==> src/rtl/i2c_pkg.sv <==
package i2c_pkg;
  localparam int DATA_W   = 8;
  localparam int BITN_W   = $clog2(DATA_W + 1);
  localparam int IDX_W    = $clog2(DATA_W);

  localparam int CB_DONE   = 0;
  localparam int CB_ACK    = 1;
  localparam int CB_BERR   = 2;
  localparam int CB_LASTRD = 5;
  localparam int CB_STOP   = 6;
  localparam int CB_START  = 7;

  typedef enum logic [1:0] {OP_START, OP_STOP, OP_WRITE, OP_READ} op_t;
  typedef enum logic [1:0] {ST_IDLE, ST_START, ST_STOP, ST_BYTE} eng_st_t;
endpackage

==> src/rtl/i2c_qtick.sv <==
module i2c_qtick #(
  parameter int QTR_CYCLES = 125
) (
  input  logic clk,
  input  logic rst_n,
  input  logic run,
  output logic tick
);
  localparam int CW = (QTR_CYCLES > 2) ? $clog2(QTR_CYCLES) : 1;
  localparam logic [CW-1:0] LAST = CW'(QTR_CYCLES - 1);

  logic [CW-1:0] cnt;

  assign tick = run && (cnt == LAST);

  always_ff @(posedge clk) begin
    if (!rst_n || !run || tick) cnt <= '0;
    else                        cnt <= cnt + 1'b1;
  end
endmodule

==> src/rtl/i2c_bit_engine.sv <==
module i2c_bit_engine
  import i2c_pkg::*;
(
  input  logic              clk,
  input  logic              rst_n,
  input  logic              tick,
  input  logic              cmd_valid,
  input  op_t               cmd_op,
  input  logic [DATA_W-1:0] cmd_byte,
  input  logic              cmd_nack,
  input  logic              sda_i,
  output logic              cmd_ready,
  output logic              owned,
  output logic              in_byte,
  output logic              run,
  output logic              done_p,
  output logic              byte_done,
  output logic              berr_p,
  output logic              lastrd_clr,
  output logic              ack_bit,
  output logic              byte_rd,
  output logic [DATA_W-1:0] rx_byte,
  output logic              scl_oe,
  output logic              sda_oe
);
  localparam logic [BITN_W-1:0] ACK_SLOT = BITN_W'(DATA_W);

  eng_st_t           st;
  logic [1:0]        q;
  logic [BITN_W-1:0] bitn;
  logic [DATA_W-1:0] txb, rxb;
  logic              is_rd, nack, held, held_sda, smp;

  function automatic logic pull_for(input logic [BITN_W-1:0] b, input logic rd,
                                    input logic nk, input logic [DATA_W-1:0] tb);
    if (b == ACK_SLOT) return rd & ~nk;
    return rd ? 1'b0 : ~tb[~b[IDX_W-1:0]];
  endfunction

  assign cmd_ready = (st == ST_IDLE);
  assign run       = (st != ST_IDLE);
  assign in_byte   = (st == ST_BYTE);
  assign owned     = held;
  assign byte_rd   = is_rd;
  assign rx_byte   = rxb;
  assign ack_bit   = ~smp;

  always_comb begin
    scl_oe = 1'b0;
    sda_oe = 1'b0;
    case (st)
      ST_IDLE:  begin scl_oe = held;            sda_oe = held & held_sda; end
      ST_START: begin scl_oe = (q == 2'd0) & held; sda_oe = q[1]; end
      ST_STOP:  begin scl_oe = ~q[1];           sda_oe = (q != 2'd3); end
      ST_BYTE:  begin
        scl_oe = ~q[1];
        // hold the previous bit through quarter 0 so SDA moves only with SCL low
        if (q == 2'd0 && bitn != '0) sda_oe = pull_for(bitn - 1'b1, is_rd, nack, txb);
        else                         sda_oe = pull_for(bitn, is_rd, nack, txb);
      end
      default: ;
    endcase
  end

  always_ff @(posedge clk) begin
    if (!rst_n) begin
      st <= ST_IDLE; q <= '0; bitn <= '0; txb <= '0; rxb <= '0;
      is_rd <= 1'b0; nack <= 1'b0; held <= 1'b0; held_sda <= 1'b0; smp <= 1'b1;
      done_p <= 1'b0; byte_done <= 1'b0; berr_p <= 1'b0; lastrd_clr <= 1'b0;
    end else begin
      done_p <= 1'b0; byte_done <= 1'b0; berr_p <= 1'b0; lastrd_clr <= 1'b0;
      if (st == ST_IDLE) begin
        if (cmd_valid) begin
          q    <= '0;
          bitn <= '0;
          case (cmd_op)
            OP_START: st <= ST_START;
            OP_STOP:  st <= ST_STOP;
            OP_WRITE: begin st <= ST_BYTE; is_rd <= 1'b0; txb <= cmd_byte; end
            OP_READ:  begin st <= ST_BYTE; is_rd <= 1'b1; nack <= cmd_nack; end
            default: ;
          endcase
        end
      end else if (tick) begin
        q <= q + 2'd1;
        case (st)
          ST_START: if (q == 2'd3) begin
            st <= ST_IDLE; held <= 1'b1; held_sda <= 1'b1; done_p <= 1'b1;
          end
          ST_STOP: if (q == 2'd3) begin
            st <= ST_IDLE; held <= 1'b0; held_sda <= 1'b0; done_p <= 1'b1;
          end
          ST_BYTE: begin
            if (q == 2'd2) begin
              if (bitn == ACK_SLOT) smp <= sda_i;
              else if (is_rd)       rxb <= {rxb[DATA_W-2:0], sda_i};
              else if (txb[~bitn[IDX_W-1:0]] && !sda_i) begin
                st <= ST_IDLE; held <= 1'b0; held_sda <= 1'b0; berr_p <= 1'b1;
              end
            end
            if (q == 2'd3) begin
              if (bitn == ACK_SLOT) begin
                st <= ST_IDLE; held_sda <= is_rd & ~nack;
                done_p <= 1'b1; byte_done <= 1'b1;
              end else begin
                bitn <= bitn + 1'b1;
                if (is_rd && bitn == ACK_SLOT - 1'b1) lastrd_clr <= 1'b1;
              end
            end
          end
          default: ;
        endcase
      end
    end
  end
endmodule

==> src/rtl/i2c_byte_master.sv <==
module i2c_byte_master
  import i2c_pkg::*;
#(
  parameter int QTR_CYCLES = 125
) (
  input  logic       clk,
  input  logic       rst_n,
  input  logic       reg_addr,
  input  logic       reg_wr,
  input  logic       reg_rd,
  input  logic [7:0] reg_wdata,
  output logic [7:0] reg_rdata,
  output logic       scl_oe,
  output logic       sda_oe,
  input  logic       sda_i
);
  logic tick, run, in_byte, owned, ready;
  logic done_p, byte_done, berr_p, lastrd_clr, ack_bit, byte_rd;
  logic [DATA_W-1:0] rx_byte, rx_q;
  logic cmd_valid;
  op_t  cmd_op;
  logic done_q, ack_q, berr_q, lastrd_q;
  logic ctrl_wr, data_wr, data_rd;
  wire  unused_wbits = ^reg_wdata[4:0];

  assign ctrl_wr = reg_wr & ~reg_addr;
  assign data_wr = reg_wr &  reg_addr;
  assign data_rd = reg_rd &  reg_addr;

  always_comb begin
    cmd_valid = 1'b0;
    cmd_op    = OP_START;
    if (ready) begin
      if (ctrl_wr && reg_wdata[CB_START])              begin cmd_valid = 1'b1; cmd_op = OP_START; end
      else if (ctrl_wr && reg_wdata[CB_STOP] && owned) begin cmd_valid = 1'b1; cmd_op = OP_STOP;  end
      else if (data_wr && owned)                       begin cmd_valid = 1'b1; cmd_op = OP_WRITE; end
      else if (data_rd && owned)                       begin cmd_valid = 1'b1; cmd_op = OP_READ;  end
    end
  end

  i2c_qtick #(.QTR_CYCLES(QTR_CYCLES)) u_tick (
    .clk(clk), .rst_n(rst_n), .run(run), .tick(tick)
  );

  i2c_bit_engine u_eng (
    .clk(clk), .rst_n(rst_n), .tick(tick),
    .cmd_valid(cmd_valid), .cmd_op(cmd_op), .cmd_byte(reg_wdata), .cmd_nack(lastrd_q),
    .sda_i(sda_i), .cmd_ready(ready), .owned(owned), .in_byte(in_byte), .run(run),
    .done_p(done_p), .byte_done(byte_done), .berr_p(berr_p), .lastrd_clr(lastrd_clr),
    .ack_bit(ack_bit), .byte_rd(byte_rd), .rx_byte(rx_byte),
    .scl_oe(scl_oe), .sda_oe(sda_oe)
  );

  always_ff @(posedge clk) begin
    if (!rst_n) begin
      done_q <= 1'b0; ack_q <= 1'b0; berr_q <= 1'b0; lastrd_q <= 1'b0; rx_q <= '0;
    end else begin
      if (done_p)                      done_q <= 1'b1;
      else if (ready && (data_wr || data_rd ||
               (ctrl_wr && (reg_wdata[CB_START] || reg_wdata[CB_STOP]))))
                                       done_q <= 1'b0;
      if (byte_done)                   ack_q <= ack_bit;
      if (berr_p)                      berr_q <= 1'b1;
      else if (data_wr || data_rd)     berr_q <= 1'b0;
      if (lastrd_clr)                  lastrd_q <= 1'b0;
      else if (ctrl_wr && ready)       lastrd_q <= reg_wdata[CB_LASTRD];
      if (byte_done && byte_rd)        rx_q <= rx_byte;
    end
  end

  always_comb begin
    reg_rdata = 8'h00;
    if (reg_addr) reg_rdata = rx_q;
    else begin
      reg_rdata[CB_DONE]   = done_q;
      reg_rdata[CB_ACK]    = ack_q;
      reg_rdata[CB_BERR]   = berr_q;
      reg_rdata[CB_LASTRD] = lastrd_q;
    end
  end
endmodule

==> config.mk <==
export PLATFORM = sky130hd
export DESIGN_NAME = i2c_byte_master
export DESIGN_NICKNAME = d
export VERILOG_FILES = /design/src/rtl/i2c_pkg.sv /design/src/rtl/i2c_qtick.sv /design/src/rtl/i2c_bit_engine.sv /design/src/rtl/i2c_byte_master.sv
export SDC_FILE = /design/constraint.sdc
export NUM_CORES = 1
export LEC_CHECK = 0
export ABC_AREA = 1
export BUFFER_PORTS_ARGS = -buffer_cell sky130_fd_sc_hd__buf_2
export CELL_PAD_IN_SITES_DETAIL_PLACEMENT = 0
export CELL_PAD_IN_SITES_GLOBAL_PLACEMENT = 1
export CORE_MARGIN = 4
export CORE_UTILIZATION = 43
export CTS_CLUSTER_DIAMETER = 200
export CTS_CLUSTER_SIZE = 20
export DETAILED_ROUTE_END_ITERATION = 8
export PLACE_DENSITY = 0.85
export SLEW_MARGIN = 10
export SYNTH_ARGS = -nofsm -noshare
export SYNTH_HDL_FRONTEND = slang
export SYNTH_SLANG_ARGS = --single-unit
==> constraint.sdc <==
create_clock -name clk -period 2.73 [get_ports clk]
set_clock_uncertainty 0.2 [all_clocks]
set_input_delay 0.6825 -clock clk [delete_from_list [all_inputs] [get_ports clk]]
set_output_delay 0.6825 -clock clk [all_outputs]
set_load 0.02 [all_outputs]
==> metrics.md, run 1 <==
| Metric | Value |
|---|---|
| Mapped Nets | `414` |
| Die Height | `88.1 µm` |
| LEAKAGE | `1.34 nW` |
| CP Data Arrival Time | `1.76 ns` |
| Max Cap Viol | `0` |
| Vias in the first global route | `2427` |
| CP Capture Type | `output pin` |
| CP Max Fanout | `3` |
| Worst-Skew Late Latency | `0.31 ns` |
| Ys Warns | `0` |
| RSZ-0062 raised after global routing | `yes` |
| Status | `finished, final reports clean` |
| Primary FF master, synth | `dfxtp_1` |
| Layout Utilization | `0.522` |
| Slew Limit Headroom | `0.706` |
| Filler cells | `630` |
| Synth-to-Final Area Change | `14.6%` |
| Gate Count Post-Synth | `387` |
| Post-Syn Area | `2760 µm²` |
| Share of layout cells above drive strength 1 | `0.195` |
| Most frequent cells in the layout | `nand2_1 (75), inv_1 (50), dfxtp_1 (49), a21oi_1 (43), o21ai_0 (34)` |
| Post-synthesis sequential area ratio | `0.377` |
| Core ar. | `6060 µm²` |
| Hold_buf cts | `0` |
| Hold path start | `u_eng.lastrd_clr` |
| Yosys cell types | `40` |
| Peak VDD IR | `0.304 mV` |
| Die Area | `7770 µm²` |
| Avg Vias per Cell | `5.06` |
| Nets | `442` |
| DP HPWL | `4740 µm` |
| Setup slack, reg-to-reg | `0.53 ns` |
| Final period util | `0.967` |
| I/O pin count | `24` |
| Drt total wl | `6350 µm` |
| FFs w/ async S/R, synth | `0` |
| Synthesized flop and latch total | `52` |
| GRT Total Usage | `0.178` |
| Port Buffers | `23` |
| Via count | `2486` |
| Final setup viols | `0` |
| First-pass GRT wire length | `10800 µm` |
| Rows | `28` |
| Clock-pin slew on the worst setup and hold paths | `0.10 ns` |
| Most common cell after layout, fill and taps aside | `nand2_1` |
| R2R Path End | `u_eng.smp` |
| 1st-iter DRT viols | `109` |
| Cts bufs inserted | `5` |
| Initial antenna violation count | `0` |
| Antenna cells | `0` |
| Class of the worst hold path | `register to register` |
| FF-to-FF path depth | `10` |
| Clock buffer depth | `2` |
| Startpoint Class | `register` |
| GRT overflow | `0` |
| Post-synth EDFFs | `0` |
| Drt pass-1 iters | `4` |
| Worst-margin pin slew | `0.441 ns` |
| Hold endpoint | `lastrd_q` |
| Clock Sink Count | `52` |
| Htree depth | `2` |
| Fmax | `379 MHz` |
| Largest net degree at the start of global routing | `27` |
| Hold Path Depth | `1` |
| CTS tree | `done` |
| R2r startpoint | `u_eng.st[0]` |
| Min cycle time layout | `2.64 ns` |
| Die Span X | `88.1 µm` |
| Worst endpoint required time | `1.85 ns` |
| Fin. max-slew vios | `0` |
| Clock root cell | `clkbuf_8` |
| Final hold vios | `0` |
| Placer Congestion | `0.860` |
| Kind of critical path | `register to output pin` |
| Power Dens Cells | `472 nW/µm²` |
| Avg WL per Cell | `12.9 µm` |
| Minimum hold slack | `0.212 ns` |
| Starting density of the core | `0.455` |
| Syn Area/Cell | `7.13 µm²` |
| Antenna Nets Post-Route | `0` |
| Remaining DRCs | `0` |
## per-stage QoR
step / std cells / setup slack (ns) / setup TNS, ns / total power [W] / cell area (µm²)
after global routing: 491 / -0.0337 / -0.0337 / 0.00156 / 3160
after global placement: 481 / 0.179 / 0 / 0.000937 / 2940
final: 491 / 0.0897 / 0 / 0.00149 / 3160
after CTS: 490 / 0.00278 / 0 / 0.00150 / 3100
after floorplan: 387 / 0.149 / 0 / 0.000893 / 2760
after detailed placement: 481 / 0.147 / 0 / 0.000938 / 2940
## worst max path at each step
stage / startpoint / to / slack (ns) / cells after the start
global route: u_eng.bitn[1] / sda_oe / -0.03 / 11
global placement: u_eng.bitn[1] / sda_oe / 0.18 / 12
finish: u_eng.bitn[1] / sda_oe / 0.09 / 13
CTS: u_eng.bitn[0] / sda_oe / 0.003 / 13
floorplan: u_eng.bitn[0] / sda_oe / 0.15 / 12
detailed placement: u_eng.bitn[1] / sda_oe / 0.15 / 12
## synthesized netlist by cell type, drive strengths merged, types with 2 or more instances
master  number  area [µm²]
a21oi       46         238
buf          8        50.0
clkbuf       4        36.3
dfxtp       52        1040
ha          13         163
inv         58         220
nand2       82         315
nand3       26         148
nand3b       2        15.0
nand4        9        71.3
nor2        30         118
nor3         4        36.3
nor4         2        12.5
o21a         2        15.0
o21ai       39         203
or2          2        12.5
## cell type report
type	count	area (µm²)	area share
Inverter	58	225	0.0712
Multi-Input combinational cell	265	1470	0.466
Sequential cell	52	1050	0.331
Clock inverter	3	46.3	0.0146
Clock buffer	5	68.8	0.0218
Timing Repair Buffer	33	208	0.0657
Tap cell	75	93.8	0.0297
## timing repair
action                     4_1_cts  5_1_grt
resized for setup               12       19
hold endpoints to repair         0        0
pin swaps                        2        9
setup endpoints to repair        1        1
buffers inserted                 1        1
## sequential cells by signal, indices dropped and copies added, names as in the netlist, 2 cells and up
register	count
rx_q	8
u_eng.bitn	4
u_eng.q	2
u_eng.rx_byte	8
u_eng.st	2
u_eng.txb	8
u_tick.cnt	7
## logic make-up (layout without fill, tap and decap cells)
family / count (synthesis) / in the layout / synth area share
compound gates: 92 / 92 / 0.180
xor+xnor: 2 / 2 / 0.00635
fa+ha+maj: 13 / 13 / 0.0589
buf+inv: 70 / 99 / 0.111
flops: 52 / 52 / 0.377
simple gates: 158 / 158 / 0.267
## routing by layer
layer,up-vias,global-route usage,wire [µm]
li1,1325,-,-
met1,1119,0.223,3020
met2,31,0.301,3010
met3,11,0.0357,175
met4,0,0.0659,142
met5,-,0,0
## critical path: stages, from the launching register on
cell	delay, ns
dfxtp_4	0.37
inv_4	0.07
ha_4	0.16
inv_2	0.04
nand2_2	0.05
nand2_2	0.06
nor2_2	0.09
nand3_1	0.07
nand2_1	0.08
inv_1	0.05
nand2_2	0.05
nand3_2	0.08
a21oi_2	0.14
buf_6	0.13
## power by group
group	internal, W	switching, W	total (W)
Combinational	0.0000639	0.000110	0.000173
Clock	0.000278	0.000272	0.000550
Sequential	0.000764	0.00000567	0.000770
Total	0.00111	0.000387	0.00149
(Power assumes the default switching activity.)
==> inputs of run 2 (changes only) <==
--- a/config.mk
+++ b/config.mk
@@ -16,2 +16,3 @@
 export DETAILED_ROUTE_END_ITERATION = 8
+export GPL_ROUTABILITY_DRIVEN = 1
 export PLACE_DENSITY = 0.85
==> constraint.sdc (replaced) <==
create_clock -name clk -period 2.73 [get_ports clk]
set_clock_uncertainty 0.2 [all_clocks]
set_input_delay 0.546 -clock clk [delete_from_list [all_inputs] [get_ports clk]]
set_output_delay 0.546 -clock clk [all_outputs]
set_load 0.02 [all_outputs]
==> run 2 against run 1 <==
Clock power shrank 12%. Flip-flop and latch count did not move. Critical path depth unchanged. Sequential share of layout area up 0.85 points. Sequential power barely moved. Cell area is 2.7% lower. Cell count shrank 0.61%. Setup slack got worse by 0.0046 ns. Routed wire length rose by 2.1%. Combinational power decreased by 4%. Largest cell class unchanged.
==> metrics.md, run 2 (same netlist as run 1, synthesis figures left out) <==
| Metric | Value |
|---|---|
| Status | `finished, final reports clean` |
| Cts bufs inserted | `5 (unchanged)` |
| Die Area | `7770 µm² (unchanged)` |
| Starting density of the core | `0.455 (unchanged)` |
| Avg Vias per Cell | `5.11 (+0.94%)` |
| Top Metal Used | `met4` |
| I/O pin count | `24 (unchanged)` |
| Via count | `2494 (+0.32%)` |
| Area post-placement | `2920 µm² (-0.77%)` |
| LEAKAGE | `1.31 nW (-2.7%)` |
| Final hold vios | `0 (unchanged)` |
| 1st-iter DRT viols | `128 (+17%)` |
| Clock Sink Count | `52 (unchanged)` |
| Drt pass-1 iters | `5 (+1)` |
| Fmax | `378 MHz (-0.18%)` |
| First-pass GRT wire length | `11000 µm (+2.1%)` |
| Initial antenna violation count | `0 (unchanged)` |
| Post-layout instance area | `3080 µm² (-2.7%)` |
| Hold_buf cts | `0 (unchanged)` |
| GRT overflow | `0 (unchanged)` |
| Peak VDD IR | `0.237 mV (-22%)` |
| Vias in the first global route | `2375 (-2.1%)` |
| Worst endpoint required time | `1.98 ns (+0.13 ns)` |
| Antenna Nets Post-Route | `0 (unchanged)` |
| Largest net degree at the start of global routing | `24 (-11%)` |
| Port Buffers | `23 (unchanged)` |
| Met2 routed wirelength | `3100 µm (+3.0%)` |
| Most frequent cells in the layout | `nand2_1 (78), inv_1 (53), dfxtp_1 (51), a21oi_1 (43), o21ai_0 (34)` |
| Worst-Skew Late Latency | `0.31 ns (about the same)` |
| Synth-to-Final Area Change | `11.5%` |
| CP Data Arrival Time | `1.90 ns (+0.14 ns)` |
| GRT Total Usage | `0.179 (+0.00141)` |
| Core ar. | `6060 µm² (unchanged)` |
| Clock-pin slew on the worst setup and hold paths | `0.10 ns (about the same)` |
| Filler cells | `632 (+0.32%)` |
| CTS tree | `done` |
| Die Span X | `88.1 µm (unchanged)` |
| Placer Congestion | `0.905 (+5.1%)` |
| Htree depth | `2 (unchanged)` |
| Worst-margin pin slew | `0.452 ns (+0.0111 ns)` |
| Clock root cell | `clkbuf_8` |
| Share of layout cells above drive strength 1 | `0.160 (-0.0349)` |
| Nets | `439 (-0.68%)` |
| Final setup viols | `0 (unchanged)` |
| Slew Limit Headroom | `0.698 (-0.00742)` |
| CP Capture Type | `output pin` |
| Fin. max-slew vios | `0 (unchanged)` |
| Final period util | `0.969 (+0.00170)` |
| Startpoint Class | `register` |
| Kind of critical path | `register to output pin` |
| CP Max Fanout | `6 (+3)` |
| Min cycle time layout | `2.64 ns (+0.00465 ns)` |
| Clock buffer depth | `2 (unchanged)` |
| Final Power | `0.00142 W (-4.9%)` |
| Most common cell after layout, fill and taps aside | `nand2_1` |
| Met3 WL | `170 µm (-2.9%)` |
| Remaining DRCs | `0 (unchanged)` |
| Rows | `28 (unchanged)` |
| Max Cap Viol | `0 (unchanged)` |
| Avg WL per Cell | `13.3 µm (+2.7%)` |
| Power Dens Cells | `462 nW/µm² (-2.2%)` |
| WL met1 | `3100 µm (+2.4%)` |
| Die Height | `88.1 µm (unchanged)` |
| DP HPWL | `4740 µm (about the same)` |
| Drt total wl | `6490 µm (+2.1%)` |
| Class of the worst hold path | `register to register` |
| Antenna cells | `0 (unchanged)` |
## run 2: changes by cell type in the layout (fill, tap and decap cells not counted), sizes merged
cell    before  now
buf         33   30
clkbuf       5    6
bufinv       1    0
## run 2: worst paths after layout
kind | depth (start not counted) | slack, ns | end | startpoint
worst min register to register | 1 | 0.22 | lastrd_q | u_eng.lastrd_clr
worst max-delay path | 13 | 0.09 | sda_oe | u_eng.bitn[1]
worst max register to register | 10 | 0.52 | u_eng.bitn[1] | u_eng.st[0]
worst min-delay path | 1 | 0.22 | lastrd_q | u_eng.lastrd_clr
## run 2: where the power goes
| part | total, W | leakage [nW] | internal, W | switching [W] |
|---|---|---|---|---|
| clock | 0.000484 | 0.0516 | 0.000208 | 0.000276 |
| combinational | 0.000166 | 0.836 | 0.0000593 | 0.000106 |
| sequential | 0.000771 | 0.420 | 0.000764 | 0.00000656 |
## run 2: final cells by class
| class | count | area [µm²] | area share |
|---|---|---|---|
| flip-flops and latches | 52 | 1040 | 0.340 |
| clock buffers | 6 | 82.6 | 0.0268 |
| repair buffers | 30 | 178 | 0.0577 |
| inverters | 58 | 225 | 0.0732 |
| clock inverters | 2 | 13.8 | 0.00447 |
| well taps | 75 | 93.8 | 0.0305 |
| multi-input cells | 265 | 1440 | 0.468 |
## run 2: metrics by stage
stage           util  TNS [ns]  std cells  setup WS [ns]  hold slack [ns]
6_report       0.508         0        488         0.0850            0.215
3_3_place_gp   0.482         0        478          0.237            0.198
5_1_grt        0.508   -0.0326        488        -0.0326            0.233
4_1_cts        0.500         0        486         0.0577            0.217
3_5_place_dp   0.482         0        478          0.239            0.204
2_1_floorplan      -         0        387          0.286            0.179
## run 2: what timing repair did
action / CTS / global route
resized for setup: 4 / 12
buffers inserted: 0 / 2
endpoints found under the setup margin: 1 / 1
pin swaps: 0 / 3
## run 2: critical path: stages (launching register included)
cell	delay, ns
dfxtp_4	0.39
inv_6	0.07
ha_4	0.15
inv_1	0.04
nand2_1	0.07
nand2_2	0.08
nor2_2	0.12
nand3_1	0.08
nand2_1	0.06
inv_1	0.03
nand2_1	0.08
nand3_2	0.09
a21oi_2	0.18
buf_6	0.13
## run 2: metal layers
metal,track usage,up-vias
met4,0.0577,0
met5,0,-
met2,0.301,33
li1,-,1310
met1,0.229,1138
met3,0.0376,13
==> inputs of run 3 (changes only) <==
Settings changed: CORE_UTILIZATION 43 to 44, PLACE_DENSITY 0.85 to 0.87.
Clock period 2.73 ns to 3.4 ns, I/O delays scaled along.
==> run 3 against run 2 <==
Via count down 0.44%. Flip-flop and latch count unchanged. Highest routed layer unchanged. Sequential power down 19%. Critical path depth is 1 lower. Power decreased by 21%. Cell area shrank 2.3%. Global-route usage about the same. Cell count fell by 0.82%. Setup slack better by 0.15 ns. Sequential share of layout area rose by 0.72 points.
==> metrics.md, run 3 (same netlist as run 1, synthesis figures left out) <==
| Metric | Value |
|---|---|
| Nets | `435 (-0.91%)` |
| GRT met3 Usage | `0.0331 (-0.00452)` |
| Final hold vios | `0 (unchanged)` |
| Setup TNS Final | `0 ns (unchanged)` |
| Most frequent cells in the layout | `nand2_1 (79), inv_1 (54), dfxtp_1 (51), a21oi_1 (44), o21ai_0 (35)` |
| GRT overflow | `0 (unchanged)` |
| CP Data Arrival Time | `2.29 ns (+0.39 ns)` |
| Die Area | `7600 µm² (-2.1%)` |
| Core ar. | `5990 µm² (-1.2%)` |
| Most common cell after layout, fill and taps aside | `nand2_1` |
| Die Span X | `87.2 µm (-1.0%)` |
| 1st-iter DRT viols | `209 (+63%)` |
| Drt total wl | `6210 µm (-4.2%)` |
| Post-layout instance area | `3010 µm² (-2.3%)` |
| Final period util | `0.932` |
| Cts bufs inserted | `5 (unchanged)` |
| Share of layout cells above drive strength 1 | `0.137 (-0.0229)` |
| Busiest grt layer | `met2` |
| Class of the worst hold path | `register to register` |
| Initial antenna violation count | `0 (unchanged)` |
| CTS tree | `done` |
| CP Max Fanout | `13 (+7)` |
| Avg Vias per Cell | `5.13 (+0.38%)` |
| Worst-margin pin slew | `0.622 ns (+0.169 ns)` |
| Die Height | `87.2 µm (-1.0%)` |
| Kind of critical path | `register to output pin` |
| DP HPWL | `4590 µm (-3.1%)` |
| Peak VDD IR | `0.174 mV (-27%)` |
| Port Buffers | `23 (unchanged)` |
| GR Util met2 | `0.293 (-0.00738)` |
| Starting density of the core | `0.461 (+0.00533)` |
| Fmax | `316 MHz` |
| Clock buffer depth | `2 (unchanged)` |
| Final setup viols | `0 (unchanged)` |
| Clock Sink Count | `52 (unchanged)` |
| Power Dens Cells | `373 nW/µm² (-19%)` |
| Startpoint Class | `register` |
| Area post-placement | `2880 µm² (-1.3%)` |
| Via count | `2483 (-0.44%)` |
| Placed cells | `473 (-1.0%)` |
| GRT Total Usage | `0.179 (+0.000497)` |
| Fin. max-slew vios | `0 (unchanged)` |
| Htree depth | `2 (unchanged)` |
| Remaining DRCs | `0 (unchanged)` |
| Placer Congestion | `0.871 (-3.7%)` |
| Rows | `28 (unchanged)` |
| Avg WL per Cell | `12.8 µm (-3.4%)` |
| CP Capture Type | `output pin` |
| Worst-Skew Late Latency | `0.32 ns (about the same)` |
| Max Cap Viol | `0 (unchanged)` |
| Slew Limit Headroom | `0.584 (-0.114)` |
| Drt pass-1 iters | `4 (-1)` |
| Antenna cells | `0 (unchanged)` |
| Vias in the first global route | `2398 (+0.97%)` |
| Worst endpoint required time | `2.52 ns (+0.54 ns)` |
| Status | `finished, final reports clean` |
| Clock root cell | `clkbuf_8` |
| RSZ-0062 raised after global routing | `no` |
| First-pass GRT wire length | `11000 µm (-0.32%)` |
| Met1 GRT Util | `0.242 (+0.0123)` |
| Synth-to-Final Area Change | `8.88%` |
| Largest net degree at the start of global routing | `33 (+38%)` |
| Clock-pin slew on the worst setup and hold paths | `0.11 ns (about the same)` |
| Non-Filler Instances | `484 (-0.82%)` |
| LEAKAGE | `1.27 nW (-2.8%)` |
| Antenna Nets Post-Route | `0 (unchanged)` |
| I/O pin count | `24 (unchanged)` |
| Hold_buf cts | `0 (unchanged)` |
| Min cycle time layout | `3.17 ns` |
==> run 3: changes by cell type in the layout (fill, tap and decap cells not counted), sizes merged <==
cell      change
buf           -4
clkbuf        -1
inv           -1
clkinvlp      +3
clkinv        -1
==> run 3: critical path, cell delays in order, from the launching register on <==
cell	delay (ns)
dfxtp_2	0.49
clkinvlp_4	0.21
ha_1	0.29
nand2_1	0.10
nand2_1	0.08
nor2_1	0.13
nand3_1	0.09
nand2_1	0.06
inv_1	0.03
nand2_1	0.05
nand3_1	0.07
a21oi_1	0.18
buf_2	0.19
==> run 3: path summary, 6_finish.rpt <==
path | end | slack, ns | startpoint | cells past startpoint
worst max-delay path | sda_oe | 0.23 | u_eng.bitn[0] | 12
worst min-delay path | lastrd_q | 0.22 | u_eng.lastrd_clr | 1
worst max register to register | u_eng.rx_byte[1] | 0.87 | u_eng.st[0] | 9
worst min register to register | lastrd_q | 0.22 | u_eng.lastrd_clr | 1
==> run 3: final cells by class <==
| class | instances | area, µm² |
|---|---|---|
| Timing Repair Buffer | 26 | 138 |
| Multi-Input combinational cell | 265 | 1410 |
| Inverter | 58 | 224 |
| Fill cell | 610 | 2990 |
| Sequential cell | 52 | 1040 |
| Tap cell | 75 | 93.8 |
| Clock buffer | 5 | 68.8 |
| Clock inverter | 3 | 26.3 |
==> run 3: power by group <==
group,internal (W),switching (W),total (W)
clock network,0.000150,0.000233,0.000384
registers,0.000614,0.00000690,0.000621
logic,0.0000385,0.0000782,0.000117
total,0.000803,0.000318,0.00112
==> run 3: per-layer routing <==
layer  vias to the layer above  part of all wire  wire, µm
met5                         -                 0         0
met4                         0            0.0098        61
met3                         6             0.045       277
met2                        56              0.46      2880
met1                      1118              0.48      3000
li1                       1303                 -         -
==> run 3: metrics by stage <==
step	total power, W	util	hold WS, ns	setup slack (ns)
2_1_floorplan	0.000717	-	0.179	0.822
3_3_place_gp	0.000746	0.481	0.202	0.462
3_5_place_dp	0.000747	0.481	0.213	0.402
4_1_cts	0.00113	0.497	0.229	0.0349
5_1_grt	0.00118	0.502	0.248	0.00422
6_report	0.00112	0.502	0.223	0.232
==> run 3: what timing repair did <==
| item | in CTS | in global routing |
|---|---|---|
| gates resized for setup | 0 | 2 |
| setup buffers | 0 | 3 |
| setup endpoints to repair | 0 | 1 |
